<file path="config.mk">
export PLATFORM = sky130hd
export DESIGN_NAME = i2c_mask_addr_match
export DESIGN_NICKNAME = d
export VERILOG_FILES = /design/src/rtl/i2c_am_pkg.sv /design/src/rtl/i2c_am_bus_sync.sv /design/src/rtl/i2c_am_shifter.sv /design/src/rtl/i2c_am_compare.sv /design/src/rtl/i2c_mask_addr_match.sv
export SDC_FILE = /design/constraint.sdc
export NUM_CORES = 1
export LEC_CHECK = 0
export CAP_MARGIN = 20
export CORE_ASPECT_RATIO = 1.4
export CORE_MARGIN = 2
export CORE_UTILIZATION = 30
export CTS_CLUSTER_DIAMETER = 200
export DETAILED_ROUTE_END_ITERATION = 8
export GPL_ROUTABILITY_DRIVEN = 0
export PLACE_DENSITY = 0.52
export SETUP_SLACK_MARGIN = 0.4
export SLEW_MARGIN = 40
export SYNTH_ARGS = -nofsm -noshare
export SYNTH_HDL_FRONTEND = slang
export SYNTH_SLANG_ARGS = --single-unit
</file>
<file path="constraint.sdc">
create_clock -name clk -period 3.96 [get_ports clk]
set_input_delay 0.792 -clock clk [delete_from_list [all_inputs] [get_ports clk]]
set_output_delay 0.792 -clock clk [all_outputs]
set_load 0.005 [all_outputs]
</file>
<file path="src/rtl/i2c_am_pkg.sv">
package i2c_am_pkg;

  typedef enum logic [2:0] {
    ST_IDLE,
    ST_HDR,
    ST_HDR_ACK,
    ST_LOW,
    ST_LOW_ACK,
    ST_SKIP
  } am_state_t;

  localparam logic [4:0] TEN_BIT_TAG = 5'b11110;

  // Bits that take part in a 7-bit compare: 7:6 always, 5:1 unless masked, bit 0 (R/W) never.
  function automatic logic [7:0] care_7b(input logic [4:0] m);
    return {2'b11, ~m, 1'b0};
  endfunction

  // Bits that take part in a 10-bit low-byte compare: mask bit 0 covers address bits 1 and 0.
  function automatic logic [7:0] care_10b(input logic [4:0] m);
    return {2'b11, ~m[4:1], ~m[0], ~m[0]};
  endfunction

  function automatic logic match_7b(input logic [7:0] rx, input logic [7:0] own,
                                    input logic [4:0] m);
    return ((rx ^ own) & care_7b(m)) == 8'h00;
  endfunction

  function automatic logic match_10lo(input logic [7:0] rx, input logic [7:0] own,
                                      input logic [4:0] m);
    return ((rx ^ own) & care_10b(m)) == 8'h00;
  endfunction

  function automatic logic hdr_is(input logic [7:0] rx, input logic [1:0] hi,
                                  input logic rd);
    return (rx[7:3] == TEN_BIT_TAG) && (rx[2:1] == hi) && (rx[0] == rd);
  endfunction

endpackage

</file>
<file path="src/rtl/i2c_am_bus_sync.sv">
module i2c_am_bus_sync #(
  parameter int STAGES = 2
) (
  input  logic clk,
  input  logic rst_n,
  input  logic scl_in,
  input  logic sda_in,
  output logic scl_s,
  output logic sda_s,
  output logic scl_rise,
  output logic scl_fall,
  output logic start_evt,
  output logic stop_evt
);
  logic [STAGES-1:0] scl_sh, sda_sh;
  logic scl_prev, sda_prev;

  always_ff @(posedge clk or negedge rst_n) begin
    if (!rst_n) begin
      scl_sh   <= '1;
      sda_sh   <= '1;
      scl_prev <= 1'b1;
      sda_prev <= 1'b1;
    end else begin
      scl_sh   <= {scl_sh[STAGES-2:0], scl_in};
      sda_sh   <= {sda_sh[STAGES-2:0], sda_in};
      scl_prev <= scl_sh[STAGES-1];
      sda_prev <= sda_sh[STAGES-1];
    end
  end

  assign scl_s     = scl_sh[STAGES-1];
  assign sda_s     = sda_sh[STAGES-1];
  assign scl_rise  = scl_s & ~scl_prev;
  assign scl_fall  = ~scl_s & scl_prev;
  assign start_evt = sda_prev & ~sda_s & scl_s & scl_prev;
  assign stop_evt  = ~sda_prev & sda_s & scl_s & scl_prev;

  // Bus events are mutually exclusive in any one cycle
  assert_events_exclusive_R1: assert property (@(posedge clk) disable iff (!rst_n)
    $onehot0({start_evt, stop_evt, scl_rise, scl_fall}));

endmodule

</file>
<file path="src/rtl/i2c_am_shifter.sv">
module i2c_am_shifter #(
  parameter int BYTE_W = 8
) (
  input  logic              clk,
  input  logic              rst_n,
  input  logic              clear,
  input  logic              shift,
  input  logic              bit_in,
  output logic [BYTE_W-1:0] data,
  output logic              full
);
  localparam int CW = $clog2(BYTE_W + 1);
  logic [CW-1:0] cnt;

  always_ff @(posedge clk or negedge rst_n) begin
    if (!rst_n) begin
      cnt  <= '0;
      data <= '0;
    end else if (clear) begin
      cnt <= '0;
    end else if (shift && !full) begin
      cnt  <= cnt + 1'b1;
      data <= {data[BYTE_W-2:0], bit_in};
    end
  end

  assign full = (cnt == CW'(BYTE_W));

  assert_count_bound_R2: assert property (@(posedge clk) disable iff (!rst_n)
    cnt <= CW'(BYTE_W));

endmodule

</file>
<file path="src/rtl/i2c_am_compare.sv">
module i2c_am_compare
  import i2c_am_pkg::*;
(
  input  logic       ten_bit,
  input  logic       in_low,
  input  logic       ten_ok,
  input  logic [7:0] rx,
  input  logic [7:0] own_lo,
  input  logic [1:0] own_hi,
  input  logic [4:0] mask,
  output logic       hit,
  output logic       final_hit,
  output logic       go_low,
  output logic       read_hit
);
  logic wr_hdr, rd_hdr, m7, m10;

  assign wr_hdr = hdr_is(rx, own_hi, 1'b0);
  assign rd_hdr = hdr_is(rx, own_hi, 1'b1) & ten_ok;
  assign m7     = match_7b(rx, own_lo, mask);
  assign m10    = match_10lo(rx, own_lo, mask);

  always_comb begin
    hit       = 1'b0;
    final_hit = 1'b0;
    go_low    = 1'b0;
    read_hit  = 1'b0;
    if (in_low) begin
      hit       = m10;
      final_hit = m10;
    end else if (!ten_bit) begin
      hit       = m7;
      final_hit = m7;
    end else begin
      hit       = wr_hdr | rd_hdr;
      final_hit = rd_hdr;
      go_low    = wr_hdr;
      read_hit  = rd_hdr;
    end
  end

endmodule

</file>
<file path="src/rtl/i2c_mask_addr_match.sv">
module i2c_mask_addr_match
  import i2c_am_pkg::*;
#(
  parameter int SYNC_STAGES = 2,
  parameter int BYTE_W      = 8
) (
  input  logic        clk,
  input  logic        rst_n,
  input  logic        scl_in,
  input  logic        sda_in,
  output logic        sda_drive_low,
  input  logic        cfg_ten_bit,
  input  logic [7:0]  own_addr_lo,
  input  logic [1:0]  own_addr_hi,
  input  logic [4:0]  addr_mask,
  output logic [7:0]  rx_addr_buf,
  output logic        match_irq
);
  am_state_t state;
  logic scl_s, sda_s, scl_rise, scl_fall, start_evt, stop_evt;
  logic [BYTE_W-1:0] rx_byte;
  logic byte_full, hit, final_hit, go_low, read_hit;
  logic ack_q, irq_q, ten_ok_q, to_low_q;
  logic [7:0] buf_q;
  logic in_ack, in_addr, decide, sh_clear;

  i2c_am_bus_sync #(.STAGES(SYNC_STAGES)) u_sync (
    .clk(clk), .rst_n(rst_n), .scl_in(scl_in), .sda_in(sda_in),
    .scl_s(scl_s), .sda_s(sda_s), .scl_rise(scl_rise), .scl_fall(scl_fall),
    .start_evt(start_evt), .stop_evt(stop_evt)
  );

  assign in_ack   = (state == ST_HDR_ACK) || (state == ST_LOW_ACK);
  assign in_addr  = (state == ST_HDR) || (state == ST_LOW);
  assign sh_clear = start_evt | (in_ack & scl_fall);
  assign decide   = in_addr & scl_fall & byte_full;

  i2c_am_shifter #(.BYTE_W(BYTE_W)) u_shift (
    .clk(clk), .rst_n(rst_n), .clear(sh_clear), .shift(scl_rise & in_addr),
    .bit_in(sda_s), .data(rx_byte), .full(byte_full)
  );

  i2c_am_compare u_cmp (
    .ten_bit(cfg_ten_bit), .in_low(state == ST_LOW), .ten_ok(ten_ok_q),
    .rx(rx_byte[7:0]), .own_lo(own_addr_lo), .own_hi(own_addr_hi), .mask(addr_mask),
    .hit(hit), .final_hit(final_hit), .go_low(go_low), .read_hit(read_hit)
  );

  always_ff @(posedge clk or negedge rst_n) begin
    if (!rst_n) begin
      state    <= ST_IDLE;
      ack_q    <= 1'b0;
      irq_q    <= 1'b0;
      ten_ok_q <= 1'b0;
      to_low_q <= 1'b0;
      buf_q    <= '0;
    end else begin
      irq_q <= 1'b0;
      if (stop_evt) begin
        state    <= ST_IDLE;
        ack_q    <= 1'b0;
        ten_ok_q <= 1'b0;
      end else if (start_evt) begin
        state <= ST_HDR;
        ack_q <= 1'b0;
      end else begin
        case (state)
          ST_HDR, ST_LOW: begin
            if (decide) begin
              if (state == ST_HDR && !read_hit) ten_ok_q <= 1'b0;
              if (hit) begin
                ack_q    <= 1'b1;
                to_low_q <= go_low;
                state    <= (state == ST_HDR) ? ST_HDR_ACK : ST_LOW_ACK;
                if (final_hit) begin
                  buf_q <= rx_byte[7:0];
                  irq_q <= 1'b1;
                end
                if (state == ST_LOW) ten_ok_q <= 1'b1;
              end else begin
                state <= ST_SKIP;
              end
            end
          end
          ST_HDR_ACK: if (scl_fall) begin
            ack_q <= 1'b0;
            state <= to_low_q ? ST_LOW : ST_SKIP;
          end
          ST_LOW_ACK: if (scl_fall) begin
            ack_q <= 1'b0;
            state <= ST_SKIP;
          end
          default: ;
        endcase
      end
    end
  end

  assign sda_drive_low = ack_q;
  assign match_irq     = irq_q;
  assign rx_addr_buf   = buf_q;

  // SDA is only pulled during an acknowledge clock
  assert_drive_in_ack_R7: assert property (@(posedge clk) disable iff (!rst_n)
    sda_drive_low |-> in_ack);
  // The pull starts while SCL is low
  assert_drive_starts_low_R7: assert property (@(posedge clk) disable iff (!rst_n)
    $rose(sda_drive_low) |-> !scl_s);
  // Interrupt is a single-cycle pulse
  assert_irq_pulse_R8: assert property (@(posedge clk) disable iff (!rst_n)
    match_irq |=> !match_irq);
  // Interrupt only accompanies an acknowledge
  assert_irq_with_ack_R8: assert property (@(posedge clk) disable iff (!rst_n)
    match_irq |-> sda_drive_low);
  // STOP idles the block
  assert_stop_idle_R1: assert property (@(posedge clk) disable iff (!rst_n)
    stop_evt |=> (state == ST_IDLE) && !sda_drive_low);
  // START releases SDA and restarts reception
  assert_start_restart_R9: assert property (@(posedge clk) disable iff (!rst_n)
    start_evt |=> (state == ST_HDR) && !sda_drive_low);
  // An accepted 10-bit read header needs a prior full 10-bit match
  assert_read_needs_match_R6: assert property (@(posedge clk) disable iff (!rst_n)
    (match_irq && cfg_ten_bit && state == ST_HDR_ACK) |-> ten_ok_q);

endmodule

</file>
==> metrics.cfg, run 1 <==
[run]
drv_cap=0

[placed_design]
place_ws_ps=959.2
place_area_sq_um=2186
io_buffers=29
place_hpwl_um=3204

[yosys]
yosys_warnings=0
synth_top_area_cell=dfrtp_1
synthFlopType=dfrtp_1
synth_nets=213
post-synth-top-area-fraction_pct=36.46
synthCells=191
synth_edf_count=0
syn-cell-area_sq_um=1853
synthTopCellsByArea=dfrtp_1 36%, dfstp_2 8.5%, xnor2_1 5.2%
avgSynthCellArea_sq_um=9.702
async_flop_share_pct=100.0
synth-seq-area-share_pct=44.97
ys_seq_elements=33
synth_cell_types=48

[global_routing]
grt_pass1_vias=1551
grt_use_total_pct=14.13
gr-total-overflow=0
grt_max_degree=34
antenna_found_initial=0
grt_pass1_wl_um=7693

[worst_setup_path]
slowest_stage=or4_4
path_cells=clkdlybuf4s50_1, nand2_1, or4_4, or2_0, o221ai_1, nand3_1
worstPathMaxFanout=12
path_delay_family=simple AND/OR/NAND/NOR gates
crit_path_end_kind=flip-flop
crit_required_ps=4120
arrival_ps=2830
critPathMaxStageDelay_ps=620
path_buf_inv=1
path_class=in2reg
setup.worst_path.start_class=input pin

[die]
die_y_um=96.99
die_area_sq_um=6830
die-width_um=70.42
core_sq_um=5904
io-pin-count=30
rows=33
initial_core_util_pct=31.38

[sta]
fin_crit_ps=2670
holdWs_ps=356.4
setup-tns-final_ps=0
period_share_pct=67.43
worst_pin_slew_ps=683.9
fin_ws_ps=1290
setup_viol_count_final=0
slew_viol_final=0
slew_headroom_pct=54.16
fin_skew_ps=9.669
fmax_ghz=0.3745
hold_viol=0
rsz0062_at_grt=false

[final_layout]
syn_to_final_growth_pct=23.57
drive_gt1_share_pct=13.36
antennaDiodeCount=0
final_nets=238
post-route-cell-area_sq_um=2290

[clock_network]
cts_num_sinks=33
cts_buffers=5
cts.path.max_buffers=2
clkLatencyLatePin_ps=290
tritoncts=yes
cts_root_buf=clkbuf_8
ctsHoldBuffers=0
cts_resized=0
post_cts_buffers=0
clkTransAtPathRegs_ps=70
h-tree-depth=2

[routing]
drcViolationCount=0
vias_per_cell=5.387
wirelength_um=4514
drtIter0Drc=132
drtAntennaViolNets=0
drtPass1Iterations=4
via_count=1546
avgRoutedWirePerCell_um=15.73

[power]
powerDensity_nw_per_um2=517.0
peakVddDrop_uv=201.0
leakagePower_nw=0.8508
report.power.total_mw=1.184

[hold_path]
min_path_type=reg2reg

[run_status]
outcome=finished clean

==> per-stage QoR <==
| step | utilization, % | std cells |
|---|---|---|
| finish | 38.78 | 287 |
| floorplan | - | 191 |
| global route | 38.78 | 287 |
| CTS | 38.74 | 287 |
| global placement | 37.02 | 279 |
| detailed placement | 37.02 | 279 |
==> Yosys cell counts, drive strengths merged, types with 2 or more instances <==
library cell	count
dfrtp	27
nand2	17
nor2	12
xnor2	11
clkbuf	9
a21oi	8
inv	8
nand3	8
o21ai	8
mux2	7
nand4	7
nor4	7
o221ai	7
dfstp	6
nand3b	4
o22ai	4
buf	3
nor2b	3
o211ai	3
or3	3
ha	2
nand4b	2
nor3	2
o21a	2
or2	2
xor2	2
==> cells by family after synthesis <==
family / count (synthesis) / synth area share [%]
AND/OR/NAND/NOR: 72 / 21.40
buffers and inverters: 20 / 4.456
multiplexers: 7 / 4.254
XOR/XNOR: 13 / 6.145
flip-flops: 33 / 44.97
AO/OA/AOI/OAI: 44 / 17.42
adder cells (fa/ha/maj): 2 / 1.350
==> power breakdown <==
| part | switching [mW] | internal (mW) |
|---|---|---|
| Clock | 0.126 | 0.157 |
| Combinational | 0.190 | 0.178 |
| Sequential | 0.123 | 0.410 |
==> final timing paths <==
kind / start / endpoint / slack [ps] / cells past startpoint
worst min-delay path: u_sync.sda_sh[0] / u_sync.sda_sh[1] / 360 / 0
min in group asynchronous: rst_n / u_shift.cnt[2] / 910 / 2
max in group asynchronous: rst_n / u_sync.sda_sh[0] / 2730 / 2
worst max register to register: u_shift.data[3] / rx_addr_buf[5] / 1790 / 5
worst max-delay path: cfg_ten_bit / rx_addr_buf[5] / 1290 / 6
worst min register to register: u_sync.sda_sh[0] / u_sync.sda_sh[1] / 360 / 0
==> layer usage <==
metal / up-vias / part of all wire [%] / track usage (%)
li1: 759 / - / -
met1: 748 / 46 / 17.39
met2: 35 / 50 / 23.66
met3: 4 / 3.1 / 3.438
met4: 0 / 1.3 / 5.178
met5: - / 0 / 0
==> cells in the final DEF, fill, tap and decap left out, types with 2 or more instances in the layout <==
cell type	synthesis	routed
clkdlybuf4s50_1	0	29
dfrtp_1	27	27
nand2_1	17	17
xnor2_1	11	11
nor2_1	12	11
inv_1	8	8
a21oi_1	8	8
nand3_1	8	8
o21ai_0	7	7
o221ai_1	7	7
nand4_1	7	7
nor4_1	7	7
mux2_2	7	7
clkbuf_8	0	7
dfstp_2	6	6
o22ai_1	4	4
nand3b_1	4	4
o211ai_1	3	3
or3_1	3	3
nor2b_1	3	3
nand4b_1	2	2
xor2_1	2	2
o21a_1	2	2
ha_1	2	2
==> cell type report <==
| type | count | area (sq um) |
|---|---|---|
| multi-input combinational | 138 | 939.7 |
| sequential | 33 | 833.3 |
| timing repair buffer | 30 | 297.8 |
| clock buffer | 7 | 96.34 |
| tap | 70 | 87.58 |
| clock inverter | 1 | 5.005 |
| fill | 603 | 3615 |
| inverter | 8 | 30.03 |
==> sequential cells by signal, summed over array words and instances, names as in the netlist, 2 cells and up <==
signal,flops
rx_addr_buf,8
state,3
u_shift.cnt,4
u_shift.data,8
u_sync.scl_sh,2
u_sync.sda_sh,2
Note: power is estimated with default switching activity, not from simulation.
==> inputs of run 2 (changes only) <==
--- a/config.mk
+++ b/config.mk
@@ -12,7 +12,7 @@
 export CTS_CLUSTER_DIAMETER = 200
 export DETAILED_ROUTE_END_ITERATION = 8
 export GPL_ROUTABILITY_DRIVEN = 0
-export PLACE_DENSITY = 0.52
+export PLACE_DENSITY = 0.54
 export SETUP_SLACK_MARGIN = 0.4
 export SLEW_MARGIN = 40
 export SYNTH_ARGS = -nofsm -noshare
==> constraint.sdc (replaced) <==
create_clock -name clk -period 2.4 [get_ports clk]
set_input_delay 0.48 -clock clk [delete_from_list [all_inputs] [get_ports clk]]
set_output_delay 0.48 -clock clk [all_outputs]
set_load 0.005 [all_outputs]
==> metrics.cfg, run 2 (synthesized netlist as in run 1, its figures left out) <==
[run_status]
outcome=finished clean  ; unchanged

[power]
powerDensity_nw_per_um2=824.9  ; was 517.0 nW/um^2
leakagePower_nw=0.9226  ; was 0.8508 nW
peakVddDrop_uv=401.4  ; was 201.0 uV
clkPwrFrac_pct=20.4  ; was 23.9%
report.power.total_mw=2.005  ; was 1.184 mW
power.internal_mw=1.242  ; was 0.7447 mW
power_switching_mw=0.7639  ; was 0.4391 mW
p_seq_share_pct=42.3  ; was 45.0%
combPwrFrac_pct=37.3  ; was 31.1%
swShare_pct=38.09  ; was 37.09%

[worst_setup_path]
setup.worst_path.start_class=input pin  ; unchanged
arrival_ps=2110  ; was 2830 ps
path_class=in2reg  ; unchanged
slowest_stage=clkdlybuf4s50_1  ; was or4_4
critPathMaxStageDelay_ps=490  ; was 620 ps
worstPathMaxFanout=7  ; was 12
crit_path_end_kind=flip-flop  ; unchanged
crit_required_ps=2560  ; was 4120 ps
reg2reg_slack_ps=490  ; was 1790 ps
path_cells=clkdlybuf4s50_1, nand2_1, or4_4, or2_4, o221ai_1, nand3_1  ; was clkdlybuf4s50_1, nand2_1, or4_4, or2_0, o221ai_1, nand3_1

[sta]
period_share_pct=81.29
holdWs_ps=355.8  ; was 356.4 ps
setup-tns-final_ps=0  ; unchanged
fmax_ghz=0.5126
worst_pin_slew_ps=441.4  ; was 683.9 ps
slew_headroom_pct=70.57  ; was 54.16%
setup_viol_count_final=0  ; unchanged
fin_ws_ps=449.0  ; was 1290 ps
slew_viol_final=0  ; unchanged
hold_viol=0  ; unchanged
fin_crit_ps=1951
rsz0062_at_grt=false  ; unchanged
fin_skew_ps=5.838  ; was 9.669 ps

[clock_network]
cts_root_buf=clkbuf_8  ; unchanged
h-tree-depth=2  ; unchanged
cts_num_sinks=33  ; unchanged
cts_buffers=5  ; unchanged
clkLatencyLatePin_ps=280  ; was 290 ps
tritoncts=yes  ; unchanged
clkTransAtPathRegs_ps=70  ; about the same
cts.path.max_buffers=2  ; unchanged
ctsHoldBuffers=0  ; unchanged

[global_routing]
grt_max_degree=34  ; unchanged
grt.busiest_layer=met2  ; unchanged
use_met3_pct=2.917  ; was 3.438%
gr-total-overflow=0  ; unchanged
antenna_found_initial=0  ; unchanged
grt_use_met1_pct=19.39  ; was 17.39%
grt_pass1_wl_um=7852  ; was 7693 um
grt_use_total_pct=14.55  ; was 14.13%
met2_usage_pct=22.71  ; was 23.66%
grt_pass1_vias=1536  ; was 1551

[die]
initial_core_util_pct=31.38  ; unchanged
core_sq_um=5904  ; unchanged
io-pin-count=30  ; unchanged
rows=33  ; unchanged
die_y_um=96.99  ; unchanged
die-width_um=70.42  ; unchanged
die_area_sq_um=6830  ; unchanged

[placed_design]
place_hpwl_um=3306  ; was 3204 um
io_buffers=29  ; unchanged
place_ws_ps=-152.3  ; was 959.2 ps

[final_layout]
multi_input_area_sq_um=1002  ; was 939.7 sq um
syn_to_final_growth_pct=31.20  ; was 23.57%
final_common_cell=clkdlybuf4s50_1  ; unchanged
ff_latch_area_sq_um=835.8  ; was 833.3 sq um
antennaDiodeCount=0  ; unchanged
nFillCells=600  ; was 603
drive_gt1_share_pct=21.30  ; was 13.36%
final_nets=251  ; was 238
final_cell_mix=27 x clkdlybuf4s50_1, 25 x dfrtp_1, 17 x nand2_1  ; was 29 x clkdlybuf4s50_1, 27 x dfrtp_1, 17 x nand2_1

[routing]
avgRoutedWirePerCell_um=15.59  ; was 15.73 um
wirelength_um=4678  ; was 4514 um
drtPass1Iterations=4  ; unchanged
via_count=1547  ; was 1546
vias_per_cell=5.157  ; was 5.387
drtAntennaViolNets=0  ; unchanged
drtIter0Drc=91  ; was 132
drcViolationCount=0  ; unchanged

[run]
drv_cap=0  ; unchanged

[hold_path]
min_path_type=reg2reg  ; unchanged

==> run 2: through the flow <==
stage	area, sq um	utilization (%)	cells
global placement	2268	38.42	290
CTS	2372	40.18	299
floorplan	1853	-	191
finish	2431	41.17	300
global route	2431	41.17	300
detailed placement	2268	38.42	290
==> run 2: power by group through the flow <==
stage	clock [mW]	combinational, mW	sequential, mW
after CTS	0.426	0.732	0.847
after detailed placement	0	0.713	0.853
final	0.409	0.747	0.849
after global placement	0	0.708	0.849
after floorplan	0	0.507	0.792
after global routing	0.450	0.836	0.874
==> run 2: layer usage <==
layer | vias to the layer above | part of all wire, %
li1 | 785 | -
met1 | 734 | 46
met2 | 26 | 50
met3 | 2 | 2.8
met4 | 0 | 0.90
met5 | - | 0
==> run 2: layout make-up <==
class	count	area share, %
Clock inverter	2	0.4117
Timing Repair Buffer	42	16.16
Multi-Input combinational cell	139	41.22
Clock buffer	6	2.985
Inverter	8	1.235
Tap cell	70	3.603
Sequential cell	33	34.38
==> run 2: path summary, 6_finish.rpt <==
kind	from	endpoint	cells after the start
setup / recovery	cfg_ten_bit	rx_addr_buf[5]	6
hold / removal	u_sync.sda_sh[0]	u_sync.sda_sh[1]	0
setup reg to reg	u_shift.data[1]	rx_addr_buf[5]	5
hold reg to reg	u_sync.sda_sh[0]	u_sync.sda_sh[1]	0
max in group asynchronous	rst_n	u_shift.data[6]	2
min in group asynchronous	rst_n	state[0]	2
==> run 2: worst max-delay path: cells and delay by family <==
kind                   cells  cell delay [ps]
AO/OA/AOI/OAI              1              180
buffers and inverters      1              490
AND/OR/NAND/NOR            4              970
==> run 2: what timing repair did <==
action                                  in CTS  in global routing
pin swaps                                    3                  3
endpoints found under the setup margin      10                 12
resized for setup                            5                 12
setup buffers                                1                  0
gates cloned                                 0                  1
